**config.mk**
```make
export PLATFORM = sky130hd
export DESIGN_NAME = bootbus_seq
export DESIGN_NICKNAME = d
export VERILOG_FILES = /design/src/rtl/bootbus_pkg.sv /design/src/rtl/bootbus_timer.sv /design/src/rtl/bootbus_fsm.sv /design/src/rtl/bootbus_drive.sv /design/src/rtl/bootbus_seq.sv
export SDC_FILE = /design/constraint.sdc
export NUM_CORES = 1
export LEC_CHECK = 0
export BUFFER_PORTS_ARGS = -buffer_cell sky130_fd_sc_hd__buf_4
export CAP_MARGIN = 20
export CELL_PAD_IN_SITES_DETAIL_PLACEMENT = 0
export CELL_PAD_IN_SITES_GLOBAL_PLACEMENT = 1
export CORE_ASPECT_RATIO = 0.75
export CORE_UTILIZATION = 40
export CTS_CLUSTER_SIZE = 12
export DETAILED_ROUTE_END_ITERATION = 8
export PLACE_DENSITY = 0.88
export SLEW_MARGIN = 15
export SYNTH_ARGS = -nofsm -noshare
export SYNTH_HDL_FRONTEND = slang
export SYNTH_HIERARCHICAL = 1
export SYNTH_SLANG_ARGS = --single-unit
```
**constraint.sdc**
```tcl
create_clock -name clk -period 3.4 [get_ports clk]
set_input_delay 0.34 -clock clk [delete_from_list [all_inputs] [get_ports clk]]
set_output_delay 0.34 -clock clk [all_outputs]
set_load 0.005 [all_outputs]
```
**src/rtl/bootbus_pkg.sv**
```systemverilog
package bootbus_pkg;
    localparam int ADDR_W = 18;
    localparam int DATA_W = 8;

    typedef enum logic [2:0] {
        ST_IDLE,
        ST_ADR1,
        ST_ADR2,
        ST_DATA,
        ST_DONE
    } bb_state_t;
endpackage

```
**src/rtl/bootbus_timer.sv**
```systemverilog
module bootbus_timer #(
    parameter int CYC_CLKS = 2
) (
    input  logic clk,
    input  logic rst_n,
    input  logic run,
    output logic last
);
    localparam int CNT_W = (CYC_CLKS > 1) ? $clog2(CYC_CLKS) : 1;
    localparam logic [CNT_W-1:0] LAST_V = CNT_W'(CYC_CLKS - 1);

    logic [CNT_W-1:0] cnt;

    assign last = run && (cnt == LAST_V);

    always_ff @(posedge clk or negedge rst_n) begin
        if (!rst_n) begin
            cnt <= '0;
        end else if (!run || last) begin
            cnt <= '0;
        end else begin
            cnt <= cnt + 1'b1;
        end
    end


    wrap_chk: assert property (@(posedge clk) disable iff (!rst_n)
        last |=> (cnt == '0));
endmodule

```
**src/rtl/bootbus_fsm.sv**
```systemverilog
module bootbus_fsm
    import bootbus_pkg::*;
(
    input  logic              clk,
    input  logic              rst_n,
    input  logic              req_valid,
    input  logic              req_write,
    input  logic [ADDR_W-1:0] req_addr,
    input  logic [DATA_W-1:0] req_wdata,
    input  logic              last,
    output bb_state_t         state,
    output logic [ADDR_W-1:0] lat_addr,
    output logic              lat_write,
    output logic [DATA_W-1:0] lat_wdata,
    output logic              run,
    output logic              busy,
    output logic              done
);
    bb_state_t nxt;

    always_comb begin
        nxt = state;
        unique case (state)
            ST_IDLE: if (req_valid) nxt = ST_ADR1;
            ST_ADR1: if (last) nxt = ST_ADR2;
            ST_ADR2: if (last) nxt = ST_DATA;
            ST_DATA: if (last) nxt = ST_DONE;
            ST_DONE: nxt = ST_IDLE;
            default: nxt = ST_IDLE;
        endcase
    end

    always_ff @(posedge clk or negedge rst_n) begin
        if (!rst_n) begin
            state     <= ST_IDLE;
            lat_addr  <= '0;
            lat_write <= 1'b0;
            lat_wdata <= '0;
        end else begin
            state <= nxt;
            if (state == ST_IDLE && req_valid) begin
                lat_addr  <= req_addr;
                lat_write <= req_write;
                lat_wdata <= req_wdata;
            end
        end
    end

    always_comb begin
        run  = (state == ST_ADR1) || (state == ST_ADR2) || (state == ST_DATA);
        busy = (state != ST_IDLE);
        done = (state == ST_DONE);
    end


    accept_chk: assert property (@(posedge clk) disable iff (!rst_n)
        $rose(busy) |-> $past(req_valid));

    hold_req_chk: assert property (@(posedge clk) disable iff (!rst_n)
        busy |=> $stable(lat_addr) && $stable(lat_write));

    done_pulse_chk: assert property (@(posedge clk) disable iff (!rst_n)
        done |=> !done && !busy);
endmodule

```
**src/rtl/bootbus_drive.sv**
```systemverilog
module bootbus_drive
    import bootbus_pkg::*;
(
    input  logic              clk,
    input  logic              rst_n,
    input  bb_state_t         state,
    input  logic              last,
    input  logic [ADDR_W-1:0] lat_addr,
    input  logic              lat_write,
    input  logic [DATA_W-1:0] lat_wdata,
    input  logic [DATA_W-1:0] bus_in,
    output logic [DATA_W-1:0] bus_out,
    output logic              bus_oe,
    output logic [1:0]        line_a,
    output logic              ce_n,
    output logic [DATA_W-1:0] rdata
);
    logic oe_lvl;
    logic we_lvl;

    assign oe_lvl = lat_write;
    assign we_lvl = !lat_write;

    always_comb begin
        bus_out = '0;
        bus_oe  = 1'b0;
        line_a  = 2'b00;
        ce_n    = 1'b1;
        unique case (state)
            ST_ADR1: begin
                bus_out = {lat_addr[7:2], oe_lvl, we_lvl};
                bus_oe  = 1'b1;
                line_a  = {last, lat_addr[16]};
            end
            ST_ADR2: begin
                bus_out = lat_addr[15:8];
                bus_oe  = 1'b1;
                line_a  = {last, lat_addr[17]};
            end
            ST_DATA: begin
                ce_n   = 1'b0;
                line_a = lat_addr[1:0];
                if (lat_write) begin
                    bus_out = lat_wdata;
                    bus_oe  = 1'b1;
                end
            end
            ST_IDLE, ST_DONE: begin
                bus_oe = 1'b0;
            end
            default: begin
                bus_oe = 1'b0;
            end
        endcase
    end

    always_ff @(posedge clk or negedge rst_n) begin
        if (!rst_n) begin
            rdata <= '0;
        end else if (state == ST_DATA && last && !lat_write) begin
            rdata <= bus_in;
        end
    end


    rdata_change_chk: assert property (@(posedge clk) disable iff (!rst_n)
        (rdata != $past(rdata)) |-> (state == ST_DONE));
endmodule

```
**src/rtl/bootbus_seq.sv**
```systemverilog
module bootbus_seq
    import bootbus_pkg::*;
#(
    parameter int CYC_CLKS = 2
) (
    input  logic              clk,
    input  logic              rst_n,
    input  logic              req_valid,
    input  logic              req_write,
    input  logic [ADDR_W-1:0] req_addr,
    input  logic [DATA_W-1:0] req_wdata,
    output logic              busy,
    output logic              done,
    output logic [DATA_W-1:0] rdata,
    output logic [DATA_W-1:0] bus_out,
    output logic              bus_oe,
    input  logic [DATA_W-1:0] bus_in,
    output logic [1:0]        line_a,
    output logic              ce_n
);
    bb_state_t         state;
    logic              last;
    logic              run;
    logic [ADDR_W-1:0] lat_addr;
    logic              lat_write;
    logic [DATA_W-1:0] lat_wdata;

    bootbus_timer #(.CYC_CLKS(CYC_CLKS)) u_timer (
        .clk  (clk),
        .rst_n(rst_n),
        .run  (run),
        .last (last)
    );

    bootbus_fsm u_fsm (
        .clk      (clk),
        .rst_n    (rst_n),
        .req_valid(req_valid),
        .req_write(req_write),
        .req_addr (req_addr),
        .req_wdata(req_wdata),
        .last     (last),
        .state    (state),
        .lat_addr (lat_addr),
        .lat_write(lat_write),
        .lat_wdata(lat_wdata),
        .run      (run),
        .busy     (busy),
        .done     (done)
    );

    bootbus_drive u_drive (
        .clk      (clk),
        .rst_n    (rst_n),
        .state    (state),
        .last     (last),
        .lat_addr (lat_addr),
        .lat_write(lat_write),
        .lat_wdata(lat_wdata),
        .bus_in   (bus_in),
        .bus_out  (bus_out),
        .bus_oe   (bus_oe),
        .line_a   (line_a),
        .ce_n     (ce_n),
        .rdata    (rdata)
    );


    done_after_ce_chk: assert property (@(posedge clk) disable iff (!rst_n)
        done |-> $past(!ce_n));

    idle_quiet_chk: assert property (@(posedge clk) disable iff (!rst_n)
        !busy |-> !bus_oe && ce_n);
endmodule

```
=== Word-level counts from Yosys, hierarchy flattened ===
Cells that the tools add are included.

* $add $sub $neg: 1
* $mul: 0
* Divide/modulo/power cells: 0
* $lt $le $gt $ge: 0
* Eq/ne operators: 8
* Shift-type cells: 0
* Multiplexer cells: 12
* Bitwise logic cells: 0
* Reductions and logical operators: 13

{| class="wikitable"
|+ Operators with widths
! cell !! number
|-
| $pmux 8 s3 || 1
|-
| $mux 3 || 4
|-
| $pmux 3 s4 || 1
|-
| $mux 8 || 1
|-
| $eq 3x2->1 const B || 2
|-
| $ne 2x1->1 const B || 3
|-
| $pmux 2 s3 || 1
|-
| $logic_and 1x1->1 || 4
|-
| $reduce_and 4->1 || 1
|-
| $eq 3x1->1 const B || 1
|-
| $eq 3x3->1 const B || 1
|-
| $logic_not 3->1 || 1
|-
| $logic_or 1x1->1 || 3
|-
| $mux 1 || 3
|-
| $reduce_bool 3->1 || 1
|-
| $logic_not 1->1 || 2
|-
| $ne 2x2->1 const B || 1
|-
| $pmux 1 s2 || 1
|-
| $reduce_or 2->1 || 1
|-
| $add 1x1->1 const B || 1
|}

* Bits in registers: 39
* Bits in latches: 0
* Memory bits (writable): 0
* Memory bits (read-only): 0
* Bits of input ports: 38
* Output and inout port bits: 22
* Logic and storage cells: 40
* Memories: 0

=== Depth between registers and ports, before layout ===
Gate-level depths: netlist of run 1.

* Word-level depth: 6
* Gate-level depth with buffers: 7
* Gate-level depth less buffers: 6

=== Modules after synthesis ===
Netlist of run 1, hierarchy kept.

{| class="wikitable"
|+ Modules (own cells, without submodules)
! module !! instances !! cells each !! area an instance (um2) !! seq. area each (um2)
|-
| bootbus_fsm || 1 || 72 || 1188.6 || 750.7
|-
| bootbus_drive || 1 || 51 || 559.3 || 200.2
|-
| bootbus_timer || 1 || 3 || 41.3 || 25.0
|}

=== Worst setup path before layout of run 1 ===
Ideal clock, no wire load.

* Path type: register to output
* From: register u_fsm.state[0]
* To: output line_a[1]
* Arrival: 1.343 ns
* Required time: 3.060 ns
* Setup slack: 1.717 ns
* Stages on the path, launching flop included: 8
* Buffers on the path: 1
* Cell sequence: dfrtp_1 > buf_6 > nor2_1 > nor2_1 > and2_2 > mux2_2 > a22oi_1 > nor2_1

* Cells in the longest elaborated chain, start to end: 5
* Elaborated cells between the ends (all ways): 7
* Classes of those cells: eq/ne: 3; mux: 1; reduce/logical: 3

{| class="wikitable"
|+ Ends and longest elaborated chain
! item !! RTL line !! source
|-
| start: declaration || bootbus_fsm.sv:11 || <nowiki>output bb_state_t state,</nowiki>
|-
| start signal: assignment || bootbus_fsm.sv:40 || <nowiki>state <= nxt;</nowiki>
|-
| $eq 3x1->1 or $eq 3x2->1 (tied branches) || bootbus_fsm.sv:50 || <nowiki>run = (state == ST_ADR1) || (state == ST_ADR2) || (state == ST_DATA);</nowiki>
|-
| $logic_or 1x1->1 || bootbus_fsm.sv:50 ||
|-
| $logic_or 1x1->1 * || bootbus_fsm.sv:50 ||
|-
| via run || bootbus_seq.sv:23 || <nowiki>logic run;</nowiki>
|-
| $logic_and 1x1->1 * || bootbus_timer.sv:14 || <nowiki>assign last = run && (cnt == LAST_V);</nowiki>
|-
| via last || bootbus_seq.sv:22 || <nowiki>logic last;</nowiki>
|-
| $pmux 2 s3 * || bootbus_drive.sv:29 || <nowiki>unique case (state)</nowiki>
|-
| end: declaration || bootbus_seq.sv:18 || <nowiki>output logic [1:0] line_a,</nowiki>
|}

Mark *: on every way through the listed nets, which the timed path passes. The rest lies on a longest branch.

=== Worst setup path in the final report of run 1 ===
* From: register u_fsm.state[0]
* To: output bus_out[3]

* Cells in the longest elaborated chain, start to end: 2
* Elaborated cells between the ends (all ways): 4
* Classes of those cells: eq/ne: 3; mux: 1

{| class="wikitable"
|+ Ends and longest elaborated chain
! item !! RTL line !! source
|-
| $eq 3x2->1 or $eq 3x1->1 (tied branches) || bootbus_drive.sv:29 ||
|-
| $pmux 8 s3 * || bootbus_drive.sv:29 ||
|-
| end: declaration || bootbus_seq.sv:15 || <nowiki>output logic [DATA_W-1:0] bus_out,</nowiki>
|}

Mark *: on every way between the ends. The rest lies on a longest branch, timed or not.

==> metrics, run 1 <==
outcome completed; critical path peak fanout 18; average via count per standard cell 5.01; Post-Syn Area per Cell around 14 µm²; DR top layer met4; buffer count from post-CTS setup fixing 0; final hold viol count 0; first-pass GRT wire length 5700 µm; maximum vdd drop 0.391 mV; clk_lat worst skew ~0.29 ns; Final Cycle Share 0.747; GPL Wtd Cong 0.729; sequential-to-total area share from yosys stat 0.545; Crit Reg-Reg Startpoint u_fsm/state[0]$_DFFE_PN0P_; Sum Neg Setup Slack 0 ns; Clock Sinks 39; syn nets 164; Hold Crit Class in -> async; Leak 1.12 nW; WP data required a little over 3 ns; most common cell in the netlist dfrtp_1; Worst-Margin Slew 0.866 ns; commonest cells in the netlist dfrtp_1, mux2_2, a222oi_1, inv_1, nor2_1; worst reg-to-reg setup slack 1.22 ns; mux share of post-synthesis cell area 0.239; cts hold-fix bufs 0; Place WS roughly 1.1 ns; Initial Util 0.428; Adder-Cell Fraction of Synth Area 0; Via Count 1218; cts repair resizes 0; fmax about 0.39 GHz; # diodes 0; FF/Latch Area ~980 µm²; Avg WL per Cell 14.7 µm; starting DRC count in detailed routing 87; nets 225; final setup vio count 0; CTS tree built; final critical-path required period 2.54 ns; post-synth top area share 0.545; reg2reg end u_fsm/lat_addr[17]$_DFFE_PN0P_; Crit Path Class reg -> out; Ys Warns 6; row count 20; Die X 79.2 µm; H-tree Lvls 2; Area Growth Syn to Fin 32.2%; total grt overflow 0; synthesized cell area approximately 0.0018 mm²; Post-synth ARST share 1.00; Critical Path AT 2.20 ns; CTS Buf Count 5; routed wire length roughly 3600 µm; Synth cell types 30; largest net degree at the start of global routing 40; Simple-Gate Fraction of Synth Area 0.100; routed wl met2 1620 µm; Multi-input gate area 734 µm²; die area between 0.004 and 0.005 mm²; DRC errors left 0; Worst-path clk slew 0.07 ns; MaxCap Viol Count 0; met3 WL 307 µm; Die Ht between 50 and 60 µm; R2R cell count 3; worst rel slew slack 0.421; # fillers about 360; startpoint types register; Clock Path Buffers 2; Routed Antenna Nets 0; Post-synth EDFFs 0; buffers added on ports 59; vias in the first global route roughly 1200; leading area contributor after synthesis dfrtp_1; P per Cell Area 936 mW/mm²; Detail Placement HPWL 2630 µm; RSZ-0062 raised after global routing false; IO Pins 60; GRT Util Overall 0.163; Mapped Cells 126; Synth Area in Compound Gates 0.0713; Root Driver clkbuf_8; Setup crit end kind output port; Pre-antenna DRT Iters 5; Critical Path Start u_fsm/state[0]$_DFFE_PN0P_; area of the core ~0.0042 mm²; Synth area leaders dfrtp_1, mux2_2, a222oi_1; final-report max-slew violation count 0; Metal-1 WL 1610 µm; Worst Clk Skew approximately 0.0058 ns; ys flop type dfrtp_1; layout cells sized above 1 0.596; final worst slack 0.860 ns; main combinational cell family by area after synthesis multiplexers; xor/xnor cell area share of the yosys netlist 0; FF+latch count, synth 39; initial antenna violation count 0
[worst max path at each step]
| stage | end | depth (start not counted) | slack, ns |
|---|---|---|---|
| finish | bus_out[3] | 4 | 0.86 |
| global route | bus_out[5] | 4 | 0.72 |
| CTS | bus_out[7] | 4 | 0.83 |
| detailed placement | bus_out[3] | 4 | 1.15 |
| global placement | bus_out[2] | 4 | 1.23 |
| floorplan | line_a[1] | 7 | 1.72 |
[state kept, by name (all words and copies together) (netlist names)]
signal,count
u_timer/cnt,1
u_drive/rdata,8
u_fsm/lat_wdata,8
u_fsm/state,3
u_fsm/lat_write,1
u_fsm/lat_addr,18
[worst max-delay path: stages, from the launching register on]
cell	delay, ns
dfrtp_1	0.72
nor3b_1	0.78
a222oi_1	0.20
inv_1	0.10
buf_4	0.11
[cell type report]
cell class	count	area share
flip-flops and latches	39	0.413
multi-input cells	75	0.311
repair buffers	60	0.190
clock buffers	5	0.0291
well taps	55	0.0291
clock inverters	3	0.0185
inverters	6	0.00952
[per-layer routing]
metal | vias up | global-route usage
met5 | - | 0
met4 | 0 | 0.0675
met3 | 7 | 0.0656
met2 | 50 | 0.265
met1 | 576 | 0.196
li1 | 585 | -
[cells by family (layout without fill, tap and decap cells)]
family,Yosys count,in the layout
flops,39,39
buf+inv,12,74
compound gates,16,16
simple gates,21,21
mux,38,38
[metrics by stage]
stage / power (W) / std cells / hold WS [ns] / util / cell area (µm²)
CTS: 0.00225 / 243 / 0.0195 / 0.566 / 2360
detailed placement: 0.00186 / 235 / 0.337 / 0.539 / 2250
floorplan: 0.00147 / 126 / 0.0444 / - / 1790
global placement: 0.00181 / 235 / 0.328 / 0.539 / 2250
global route: 0.00237 / 243 / 0.0334 / 0.566 / 2360
finish: 0.00221 / 243 / 0.00493 / 0.566 / 2360
[cells in the final DEF, fill, tap and decap left out, types with 2 or more instances in the layout]
cell type   n
buf_4      60
dfrtp_1    39
mux2_2     37
a222oi_1    6
inv_1       6
clkbuf_8    5
nor2_1      5
a21oi_1     3
a22oi_1     2
nor3b_1     2
or3_1       2
[where the power goes]
group | switching (W) | internal, W | leakage [nW]
combinational | 0.000343 | 0.000602 | 0.594
clock | 0.000159 | 0.000218 | 0.0581
sequential | 0.000195 | 0.000697 | 0.466
total | 0.000696 | 0.00152 | 1.12
Power figures use the tool's default switching activity.
==> run 2: changes to the inputs <==
--- a/config.mk
+++ b/config.mk
@@ -5,15 +5,16 @@
 export SDC_FILE = /design/constraint.sdc
 export NUM_CORES = 1
 export LEC_CHECK = 0
+export ABC_AREA = 1
 export BUFFER_PORTS_ARGS = -buffer_cell sky130_fd_sc_hd__buf_4
 export CAP_MARGIN = 20
 export CELL_PAD_IN_SITES_DETAIL_PLACEMENT = 0
 export CELL_PAD_IN_SITES_GLOBAL_PLACEMENT = 1
 export CORE_ASPECT_RATIO = 0.75
-export CORE_UTILIZATION = 40
+export CORE_UTILIZATION = 34
 export CTS_CLUSTER_SIZE = 12
 export DETAILED_ROUTE_END_ITERATION = 8
-export PLACE_DENSITY = 0.88
+export PLACE_DENSITY = 0.84
 export SLEW_MARGIN = 15
 export SYNTH_ARGS = -nofsm -noshare
 export SYNTH_HDL_FRONTEND = slang
==> constraint.sdc (replaced) <==
create_clock -name clk -period 2.1 [get_ports clk]
set_input_delay 0.21 -clock clk [delete_from_list [all_inputs] [get_ports clk]]
set_output_delay 0.21 -clock clk [all_outputs]
set_load 0.005 [all_outputs]
==> metrics, run 2 <==
busiest layer in global routing met2; fmax 0.533 GHz; RSZ-0062 raised after global routing false; most common cell in the netlist nand2_1; MaxCap Viol Count 0 (unchanged); Clock Path Buffers 2 (unchanged); GRT Util Overall 0.156 (-0.00733); cts hold-fix bufs 1 (+1); critical-path cell list inv_1 -> nand4_1 -> nand3_1 -> buf_4; slowest stage delay, CP 0.47 ns (-0.31 ns); final hold viol count 0 (unchanged); IO Pins 60 (unchanged); buffers added on ports 59 (unchanged); startpoint types register; Routed Antenna Nets 0 (unchanged); xor/xnor cell area share of the yosys netlist 0 (unchanged); layout cells sized above 1 0.325 (-0.271); Synth cell types 18 (-40%); Crit Path Class reg -> out; worst rel slew slack 0.612 (+0.191); maximum vdd drop 0.498 mV (+27%); Die X 93.2 µm (+18%); Critical Path AT 1.67 ns (-0.53 ns); Hold Crit Class in -> reg; biggest regs u_fsm/lat_addr (18), u_drive/rdata (8), u_fsm/lat_wdata (8); Mapped Cells 261 (+110%); routed wire length 4560 µm (+27%); Sum Neg Setup Slack 0 ns (unchanged); CTS Buf Count 5 (unchanged); Synth Area in Compound Gates 0.112 (+0.0402); Pre-antenna DRT Iters 4 (-1); ys flop type dfrtp_1; Simple-Gate Fraction of Synth Area 0.292 (+0.192); placed cells 389 (+66%); final setup vio count 0 (unchanged); DRC errors left 0 (unchanged); vias in the first global route 1715 (+42%); buffer count from post-CTS setup fixing 0 (unchanged); critical path peak fanout 22 (+4); max FFs per register 18 (unchanged); clk_lat worst skew 0.29 ns (about the same); Clock Sinks 39 (unchanged); Post-synth EDFFs 0 (unchanged); initial antenna violation count 0 (unchanged); final-report max-slew violation count 0 (unchanged); leading area contributor after synthesis dfrtp_1; most frequent cells in the layout nand2_1, buf_4, inv_1, dfrtp_1; average via count per standard cell 4.52 (-9.9%); FF+latch count, synth 39 (unchanged); Initial Util 0.358 (-0.0699); Detail Placement HPWL 3380 µm (+29%); non-filler cells, final 398 (+64%); post-synth top area share 0.460 (-0.0850); Adder-Cell Fraction of Synth Area 0 (unchanged); Avg WL per Cell 11.5 µm (-22%); final critical-path required period 1.88 ns; CTS tree built; Worst-path clk slew 0.07 ns (about the same); M1 GR Usage 0.223 (+0.0270); Reg with most FFs u_fsm/lat_addr; Setup crit end kind output port; row count 24 (+20%); Ys Warns 6 (unchanged); # diodes 0 (unchanged); area of the core 0.00592 mm² (+42%); Synth area leaders dfrtp_1, nand2_1, o21ai_2; Via Count 1798 (+48%); Die Ht 70.4 µm (+17%); GPL Wtd Cong 0.785 (+7.7%); Leak 1.49 nW (+33%); synthesized cell area 0.00212 mm² (+18%); main combinational cell family by area after synthesis simple AND/OR/NAND/NOR gates; Worst Clk Skew 0.00349 ns (-0.00228 ns); routing usage on met3 0.0403 (-0.0253); P per Cell Area 1380 mW/mm² (+47%); CP max-delay cell inv_1; first-pass GRT wire length 7870 µm (+38%); sequential-to-total area share from yosys stat 0.460 (-0.0850); cts repair resizes 0 (unchanged); largest net degree at the start of global routing 40 (unchanged); Post-Syn Area per Cell 8.12 µm² (-43%); nets 357 (+59%); most common cell after layout, fill and taps aside nand2_1; Root Driver clkbuf_8; WP data required 1.89 ns (-1.17 ns); Area Growth Syn to Fin 27.3%; starting DRC count in detailed routing 79 (-9.2%); H-tree Lvls 2 (unchanged); outcome completed; Worst-Margin Slew 0.581 ns (-0.285 ns); syn nets 299 (+82%); commonest cells in the netlist nand2_1, inv_1, dfrtp_1; Global Route met2 Usage 0.226 (-0.0385); mux share of post-synthesis cell area 0 (-0.239); Final Cycle Share 0.894; die area 0.00656 mm² (+38%); total grt overflow 0 (unchanged); Post-synth ARST share 1.00 (unchanged)
==> run 2: final timing paths <==
kind / start / to / slack, ns / depth (start not counted)
max: u_fsm/state[2]$_DFFE_PN0P_ / line_a[1] / 0.22 / 4
min: bus_in[0] / u_drive/rdata[0]$_DFFE_PN0P_ / 0.15 / 3
max reg2reg: u_fsm/state[2]$_DFFE_PN0P_ / u_drive/rdata[2]$_DFFE_PN0P_ / 0.57 / 8
min reg2reg: u_timer/cnt$_DFF_PN0_ / u_timer/cnt$_DFF_PN0_ / 0.44 / 1
max in group asynchronous: rst_n / u_fsm/lat_wdata[5]$_DFFE_PN0P_ / 1.32 / 2
min in group asynchronous: rst_n / u_fsm/state[0]$_DFFE_PN0P_ / 0.44 / 2
==> run 2: routing by layer <==
layer  share of wire  routed length [µm]  vias to the layer above
met5               0                   0                        -
met4           0.015                  67                        0
met2            0.41                1860                       52
li1                -                   -                      942
met3           0.059                 268                        7
met1            0.52                2360                      797
==> run 2: power breakdown <==
group	internal (W)	total [W]	switching (W)
sequential	0.00111	0.00137	0.000256
clock	0.000233	0.000491	0.000258
combinational	0.000838	0.00186	0.00102
==> run 2: worst max-delay path, delay by kind of cell, from the launching register on <==
kind / cells / cell delay (ns)
flops: 1 / 0.45
simple gates: 2 / 0.33
buf+inv: 2 / 0.60
==> run 2: final cells by class <==
type,instances,area (µm²)
fill,614,3220
inverter,49,184
multi-input combinational,159,856
sequential,39,976
clock buffer,7,76.3
clock inverter,1,5.00
timing repair buffer,65,503
tap,78,97.6
==> run 2: cell families (layout without fill, tap and decap cells) <==
kind of cell | count (synthesis) | after routing
AO/OA/AOI/OAI | 27 | 27
buffers and inverters | 63 | 122
flip-flops | 39 | 39
AND/OR/NAND/NOR | 132 | 132
==> run 2: stage by stage <==
step	power (W)	hold slack (ns)	instance area [µm²]	utilization	setup slack, ns
after floorplan	0.00259	-0.0856	2120	-	0.628
after global placement	0.00325	0.215	2610	0.441	0.558
after detailed placement	0.00327	0.219	2610	0.441	0.551
after CTS	0.00378	0.133	2700	0.456	0.220
after global routing	0.00407	0.131	2700	0.456	0.0547
final	0.00372	0.146	2700	0.456	0.224
==> run 3: changes to the inputs <==
--- a/config.mk
+++ b/config.mk
@@ -6,15 +6,15 @@
 export NUM_CORES = 1
 export LEC_CHECK = 0
 export ABC_AREA = 1
-export BUFFER_PORTS_ARGS = -buffer_cell sky130_fd_sc_hd__buf_4
 export CAP_MARGIN = 20
 export CELL_PAD_IN_SITES_DETAIL_PLACEMENT = 0
 export CELL_PAD_IN_SITES_GLOBAL_PLACEMENT = 1
 export CORE_ASPECT_RATIO = 0.75
-export CORE_UTILIZATION = 34
+export CORE_UTILIZATION = 40
 export CTS_CLUSTER_SIZE = 12
 export DETAILED_ROUTE_END_ITERATION = 8
-export PLACE_DENSITY = 0.84
+export DONT_BUFFER_PORTS = 1
+export PLACE_DENSITY = 0.81
 export SLEW_MARGIN = 15
 export SYNTH_ARGS = -nofsm -noshare
 export SYNTH_HDL_FRONTEND = slang
==> metrics, run 3 (synthesis results as in run 2) <==
outcome completed; Reg with most FFs u_fsm/lat_addr; initial antenna violation count 0 (unchanged); layout cells sized above 1 0.169 (-0.156); final-report max-slew violation count 0 (unchanged); R2R cell count 4 (-4); most frequent cells in the layout nand2_1, inv_1, dfrtp_1, nand3_1, o21ai_2; Avg WL per Cell 13.3 µm (+16%); IO Pins 60 (unchanged); Clock Sinks 39 (unchanged); Die X 86.1 µm (-7.6%); RSZ-0062 raised after global routing false; Critical Path AT 1.63 ns (-0.04 ns); startpoint types register; biggest regs u_fsm/lat_addr (18), u_drive/rdata (8), u_fsm/lat_wdata (8); Initial Util 0.425 (+0.0671); P per Cell Area 1480 mW/mm² (+7.5%); worst rel slew slack 0.521 (-0.0906); DR top layer met4; total grt overflow 0 (unchanged); utilization after layout 0.450 (-0.00648); MaxCap Viol Count 0 (unchanged); final worst slack 0.264 ns (+0.0402 ns); CTS tree built; placed cells 322 (-17%); Clock Path Buffers 2 (unchanged); row count 22 (-8.3%); starting DRC count in detailed routing 111 (+41%); Area Growth Syn to Fin 5.67%; most common cell after layout, fill and taps aside nand2_1; Die Ht 65.0 µm (-7.6%); first-pass GRT wire length 7360 µm (-6.5%); WP data required 1.89 ns (about the same); Detail Placement HPWL 3030 µm (-10%); die area 0.00560 mm² (-15%); Sum Neg Setup Slack 0 ns (unchanged); cts repair resizes 0 (unchanged); Final Cycle Share 0.874 (-0.0191); DRC errors left 0 (unchanged); Setup crit end kind output port; Hold Crit Class in -> reg; average via count per standard cell 4.84 (+7.1%); CTS Buf Count 5 (unchanged); area of the core 0.00498 mm² (-16%); non-filler cells, final 332 (-17%); # diodes 0 (unchanged); final setup vio count 0 (unchanged); cts hold-fix bufs 2 (+1); Crit Path Class reg -> out; Metal-1 WL 2040 µm (-14%); maximum vdd drop 0.515 mV (+3.4%); Hold Crit Depth 2 (-1); buffer count from post-CTS setup fixing 0 (unchanged); nets 297 (-17%); Root Driver clkbuf_8; max FFs per register 18 (unchanged); vias in the first global route 1506 (-12%); met3 WL 350 µm (+31%); Worst-Margin Slew 0.718 ns (+0.137 ns); Routed Antenna Nets 0 (unchanged); final hold viol count 0 (unchanged); GPL Wtd Cong 0.742 (-5.5%); largest net degree at the start of global routing 55 (+38%); Worst-path clk slew 0.08 ns (about the same); Place WS 0.473 ns (-0.0777 ns); final critical-path required period 1.84 ns (-0.0402 ns); H-tree Lvls 2 (unchanged); fmax 0.545 GHz (+2.2%); clk_lat worst skew 0.28 ns (about the same); GRT Util Overall 0.171 (+0.0149); critical path peak fanout 22 (unchanged); routed wire length 4430 µm (-3.0%); Leak 1.19 nW (-20%); # fillers 525 (-14%); buffers added on ports 0 (-100%); routed wl met2 1950 µm (+4.5%); Worst Clk Skew 0.00364 ns (+0.000146 ns); Pre-antenna DRT Iters 4 (unchanged); Via Count 1607 (-11%)
==> run 3: area by class of cell <==
class / instances / area (µm²) / share of cell area
clock buffer: 7 / 76.3 / 0.0341
clock inverter: 1 / 5.00 / 0.00223
inverter: 49 / 184 / 0.0821
multi-input combinational: 159 / 856 / 0.382
sequential: 39 / 976 / 0.436
tap: 72 / 90.1 / 0.0402
timing repair buffer: 5 / 52.6 / 0.0235
==> run 3: per-layer routing <==
| layer | GRT usage | vias up |
|---|---|---|
| li1 | - | 817 |
| met1 | 0.227 | 734 |
| met2 | 0.255 | 48 |
| met3 | 0.0637 | 8 |
| met4 | 0.0604 | 0 |
| met5 | 0 | - |
==> run 3: through the flow <==
step	power [W]	hold slack (ns)	instance area (µm²)
6_report	0.00332	0.0544	2240
5_1_grt	0.00364	0.0406	2240
4_1_cts	0.00337	0.0471	2240
3_5_place_dp	0.00285	-0.0842	2130
3_3_place_gp	0.00281	-0.0846	2130
2_1_floorplan	0.00259	-0.0856	2120
==> run 3: worst paths after layout <==
path                                       startpoint                             end  slack, ns
max                        u_fsm/state[2]$_DFFE_PN0P_                      bus_out[3]       0.26
min                                      req_wdata[2]  u_fsm/lat_wdata[2]$_DFFE_PN0P_       0.05
max reg2reg                u_fsm/state[2]$_DFFE_PN0P_  u_fsm/lat_wdata[6]$_DFFE_PN0P_       0.45
min reg2reg                     u_timer/cnt$_DFF_PN0_           u_timer/cnt$_DFF_PN0_       0.44
max in group asynchronous                       rst_n  u_fsm/lat_wdata[0]$_DFFE_PN0P_       1.52
min in group asynchronous                       rst_n   u_fsm/lat_addr[4]$_DFFE_PN0P_       0.39
==> run 3: critical path, cell delays in order (launching register included) <==
cell     delay (ns)
dfrtp_1        0.44
inv_1          0.53
nand4_1        0.19
nand3_1        0.17
==> run 3: where the power goes <==
part           switching, W  internal [W]  leakage, nW
registers          0.000271       0.00111        0.481
logic              0.000958      0.000494        0.671
clock network      0.000250      0.000233       0.0422
